## config.mk

```make
export PLATFORM = sky130hd
export DESIGN_NAME = hz_detect
export DESIGN_NICKNAME = d
export VERILOG_FILES = /design/src/rtl/hz_pkg.sv /design/src/rtl/hz_reg_match.sv /design/src/rtl/hz_classify.sv /design/src/rtl/hz_out_decode.sv /design/src/rtl/hz_detect.sv
export SDC_FILE = /design/constraint.sdc
export NUM_CORES = 1
export LEC_CHECK = 0
export BUFFER_PORTS_ARGS = -buffer_cell sky130_fd_sc_hd__buf_4
export CORE_AREA = 2 2 39 41
export DETAILED_ROUTE_END_ITERATION = 8
export DIE_AREA = 0 0 41 43
export PLACE_DENSITY = 0.76
export SYNTH_ARGS = -nofsm -noshare
export SYNTH_HDL_FRONTEND = slang
export SYNTH_HIERARCHICAL = 1
export SYNTH_SLANG_ARGS = --single-unit
```

## constraint.sdc

```tcl
create_clock -name vclk -period 3.4
set_input_delay 1.02 -clock vclk [all_inputs]
set_output_delay 1.02 -clock vclk [all_outputs]
set_load 0.005 [all_outputs]
```

## src/rtl/hz_pkg.sv

```systemverilog
package hz_pkg;
    // Per-cycle decision of the hazard controller, listed by priority.
    typedef enum logic [2:0] {
        HZ_RUN      = 3'd0,
        HZ_LOAD_USE = 3'd1,
        HZ_BR_EX    = 3'd2,
        HZ_BR_MEM   = 3'd3,
        HZ_REDIRECT = 3'd4
    } hz_state_e;

    localparam int unsigned HZ_N_SRC = 2;
endpackage

```

## src/rtl/hz_reg_match.sv

```systemverilog
module hz_reg_match #(
    parameter int unsigned REG_AW = 5,
    parameter int unsigned N_SRC  = 2
) (
    input  logic                    en,
    input  logic [REG_AW-1:0]       dst,
    input  logic [N_SRC*REG_AW-1:0] srcs,
    output logic                    hit
);
    localparam logic [REG_AW-1:0] ZERO_REG = '0;

    logic [N_SRC-1:0] eq;

    generate
        for (genvar g = 0; g < N_SRC; g++) begin : g_cmp
            assign eq[g] = (srcs[g*REG_AW +: REG_AW] == dst);
        end
    endgenerate

    assign hit = en && (dst != ZERO_REG) && (|eq);
endmodule

```

## src/rtl/hz_classify.sv

```systemverilog
module hz_classify
    import hz_pkg::*;
(
    input  logic      hit_load_use,
    input  logic      hit_br_ex,
    input  logic      hit_br_mem,
    input  logic      id_branch,
    input  logic      id_jump,
    input  logic      br_taken,
    output hz_state_e state
);
    always_comb begin
        if (hit_load_use) begin
            state = HZ_LOAD_USE;
        end else if (hit_br_ex) begin
            state = HZ_BR_EX;
        end else if (hit_br_mem) begin
            state = HZ_BR_MEM;
        end else if (id_jump || (id_branch && br_taken)) begin
            state = HZ_REDIRECT;
        end else begin
            state = HZ_RUN;
        end
    end
endmodule

```

## src/rtl/hz_out_decode.sv

```systemverilog
module hz_out_decode
    import hz_pkg::*;
(
    input  hz_state_e state,
    output logic      pc_we,
    output logic      ifid_we,
    output logic      idex_bubble,
    output logic      if_flush
);
    always_comb begin
        pc_we       = 1'b1;
        ifid_we     = 1'b1;
        idex_bubble = 1'b0;
        if_flush    = 1'b0;
        unique case (state)
            HZ_RUN: begin
            end
            HZ_LOAD_USE, HZ_BR_EX, HZ_BR_MEM: begin
                pc_we       = 1'b0;
                ifid_we     = 1'b0;
                idex_bubble = 1'b1;
            end
            HZ_REDIRECT: begin
                if_flush = 1'b1;
            end
            default: begin
                pc_we       = 1'b0;
                ifid_we     = 1'b0;
                idex_bubble = 1'b1;
            end
        endcase
    end
endmodule

```

## src/rtl/hz_detect.sv

```systemverilog
module hz_detect
    import hz_pkg::*;
#(
    parameter int unsigned REG_AW = 5
) (
    input  logic [REG_AW-1:0] id_rs,
    input  logic [REG_AW-1:0] id_rt,
    input  logic              id_branch,
    input  logic              id_jump,
    input  logic              br_taken,
    input  logic              ex_memread,
    input  logic              ex_regwrite,
    input  logic [REG_AW-1:0] ex_dst,
    input  logic              mem_memread,
    input  logic [REG_AW-1:0] mem_dst,
    output logic              pc_we,
    output logic              ifid_we,
    output logic              idex_bubble,
    output logic              if_flush
);
    localparam int unsigned SRC_W = HZ_N_SRC * REG_AW;

    logic [SRC_W-1:0] id_srcs;
    logic             hit_load_use;
    logic             hit_br_ex;
    logic             hit_br_mem;
    hz_state_e        state;

    assign id_srcs = {id_rt, id_rs};

    hz_reg_match #(.REG_AW(REG_AW), .N_SRC(HZ_N_SRC)) u_m_load (
        .en   (ex_memread),
        .dst  (ex_dst),
        .srcs (id_srcs),
        .hit  (hit_load_use)
    );

    hz_reg_match #(.REG_AW(REG_AW), .N_SRC(HZ_N_SRC)) u_m_brex (
        .en   (id_branch && ex_regwrite),
        .dst  (ex_dst),
        .srcs (id_srcs),
        .hit  (hit_br_ex)
    );

    hz_reg_match #(.REG_AW(REG_AW), .N_SRC(HZ_N_SRC)) u_m_brmem (
        .en   (id_branch && mem_memread),
        .dst  (mem_dst),
        .srcs (id_srcs),
        .hit  (hit_br_mem)
    );

    hz_classify u_cls (
        .hit_load_use (hit_load_use),
        .hit_br_ex    (hit_br_ex),
        .hit_br_mem   (hit_br_mem),
        .id_branch    (id_branch),
        .id_jump      (id_jump),
        .br_taken     (br_taken),
        .state        (state)
    );

    hz_out_decode u_dec (
        .state       (state),
        .pc_we       (pc_we),
        .ifid_we     (ifid_we),
        .idex_bubble (idex_bubble),
        .if_flush    (if_flush)
    );
endmodule

```

==> metrics.txt <==
status finished, violations left; violated checks setup timing; worst hold start id_jump; Worst setup SP type input port; largest net degree at the start of global routing 7; Placer Congestion 0.751; Hold Path Depth 5; met1 WL 544 um; FF+latch area 0 um2; CP max FO 5; first-pass GRT wire length between 2000 and 2500 um; normalized max-slew margin 0.876; die extent in y 43 um; Buf/Inv on CP 2; number of global-route vias before repair 554; drt pass-1 iters 2; Chip Width 41 um; footprint of the multi-input gates 495 um2; dpl cells 119; DR WL met2 739 um; Fin Hold WS 2630 ps; arrival time worst endpoint 2470 ps; pwr dens 128 nW/um2; total grt overflow 0; CP max stage delay around 520 ps; DR vias/cell 4.87; maximum clock rate 287 MHz; post-synthesis sequential area ratio 0; P&R area growth vs syn 88.6%; Total Routing Usage GR 0.167; crit end category output pin; starting density of the core 0.325; Worst-Margin Slew around 180 ps; share of cells above drive strength 1 0.544; final hold vios 0; clock buf count 0; Final period util 1.03; final std cells w/o fill 119; Port Buf Inserts 30; initial antenna violation count 0; final instance area 850 um2; setup repair bufs after CTS 0; setup ws final -85.1 ps; total die area 1760 um2; count of final setup violators 2; Max Slew Vio Count 0; vias around 580; RSZ-0062 raised after global routing true; # diodes 0; Hold Path Class in -> out; Worst Path Required 2380 ps; synth unique cells 15; cell count after synthesis 63; synthesized area per cell 7.15 um2; Slowest-stage cell, CP or4_1; maximum VDD drop around 0.054 mV; num rows 14; Top-Level Pins 30; # nets final 131; FFs & Latches 0; crit-path cells buf_8 -> or4_1 -> o21ai_1 -> a21oi_2 -> a21o_2 -> or2_1 -> buf_6; synthesized cell area between 400 and 500 um2; WL per Instance 11.5 um; Tmin final between 3000 and 4000 ps; post-detail-place hpwl about 1200 um; hold buffer count at CTS 0; remaining antenna violation count 0; CP top delay family simple AND/OR/NAND/NOR gates; Overall Power 0.000109 W; WL met3 81 um; fill count 130; placeable core region roughly 1400 um2; DRC violation count after routing 0; LEAKAGE 0.364 nW; Sum Neg Setup Slack -131 ps; worst hold endpoint if_flush; initial drt markers 1; WS Path Type in -> out; Highest Signal Layer met3; routed wire length 1370 um; max cap viols 0; Synth Net Count 89; Post-DP Area 771 um2; Synth Warn # 6
[cell usage after synthesis, drive strengths merged]
master / n / area share
a21o: 1 / 0.019
a21oi: 4 / 0.044
and2: 2 / 0.028
buf: 1 / 0.017
inv: 1 / 0.0083
nand3: 6 / 0.067
nor2: 3 / 0.025
nor3: 6 / 0.067
nor3b: 1 / 0.017
nor4: 1 / 0.028
o21ai: 3 / 0.033
or2: 1 / 0.014
or4: 3 / 0.050
xnor2: 12 / 0.23
xor2: 18 / 0.35
[power by group]
part / internal (W) / leakage [nW] / switching [W]
logic: 0.0000636 / 0.364 / 0.0000454
registers: 0 / 0 / 0
clock network: 0 / 0 / 0
[cell type report]
type / instances / area share
Tap cell: 16 / 0.0236
Inverter: 1 / 0.00442
Timing Repair Buffer: 41 / 0.389
Multi-Input combinational cell: 61 / 0.583
[kinds of logic after synthesis]
kind of cell	Yosys count	share of synthesized area
AND/OR/NAND/NOR	23	0.294
AO/OA/AOI/OAI	8	0.0972
buffers and inverters	2	0.0250
XOR/XNOR	30	0.583
[through the flow]
stage / util / worst slack (ps)
2_1_floorplan: - / 180
3_3_place_gp: 0.557 / -111
3_5_place_dp: 0.557 / -164
4_1_cts: 0.580 / -103
5_1_grt: 0.614 / -168
6_report: 0.614 / -85.1
[layout by cell type (no fill, tap or decap), drive strengths merged]
cell type	instances
inv	1
nor4	1
nor3b	1
a21o	1
o21ai	3
nor2	3
or2	1
a21oi	4
nor3	6
xnor2	12
or4	3
and2	2
xor2	18
buf	41
nand3	6
[metal layers]
layer	GRT usage	vias up
met2	0.316	18
met5	0	-
li1	-	298
met4	0	0
met3	0.00524	0
met1	0.206	263
[worst min-delay path: stages]
cell and delay (ps):
buf_4 100, a21oi_1 150, nor4_2 60, nor3b_2 150
buf_4 120
[worst max path at each step]
| stage | start | endpoint | slack (ps) | cells after the start |
|---|---|---|---|---|
| after floorplan | mem_dst[0] | if_flush | 180 | 5 |
| after global placement | mem_dst[0] | if_flush | -110 | 7 |
| after detailed placement | ex_dst[0] | idex_bubble | -160 | 9 |
| after CTS | mem_dst[0] | idex_bubble | -100 | 10 |
| after global routing | id_rs[0] | idex_bubble | -170 | 9 |
| final | ex_dst[3] | idex_bubble | -90 | 7 |
[what timing repair did]
item	CTS	global route
gates resized for setup	8	11
pin swaps	6	12
endpoints found under the setup margin	4	4
(Power assumes the default switching activity.)
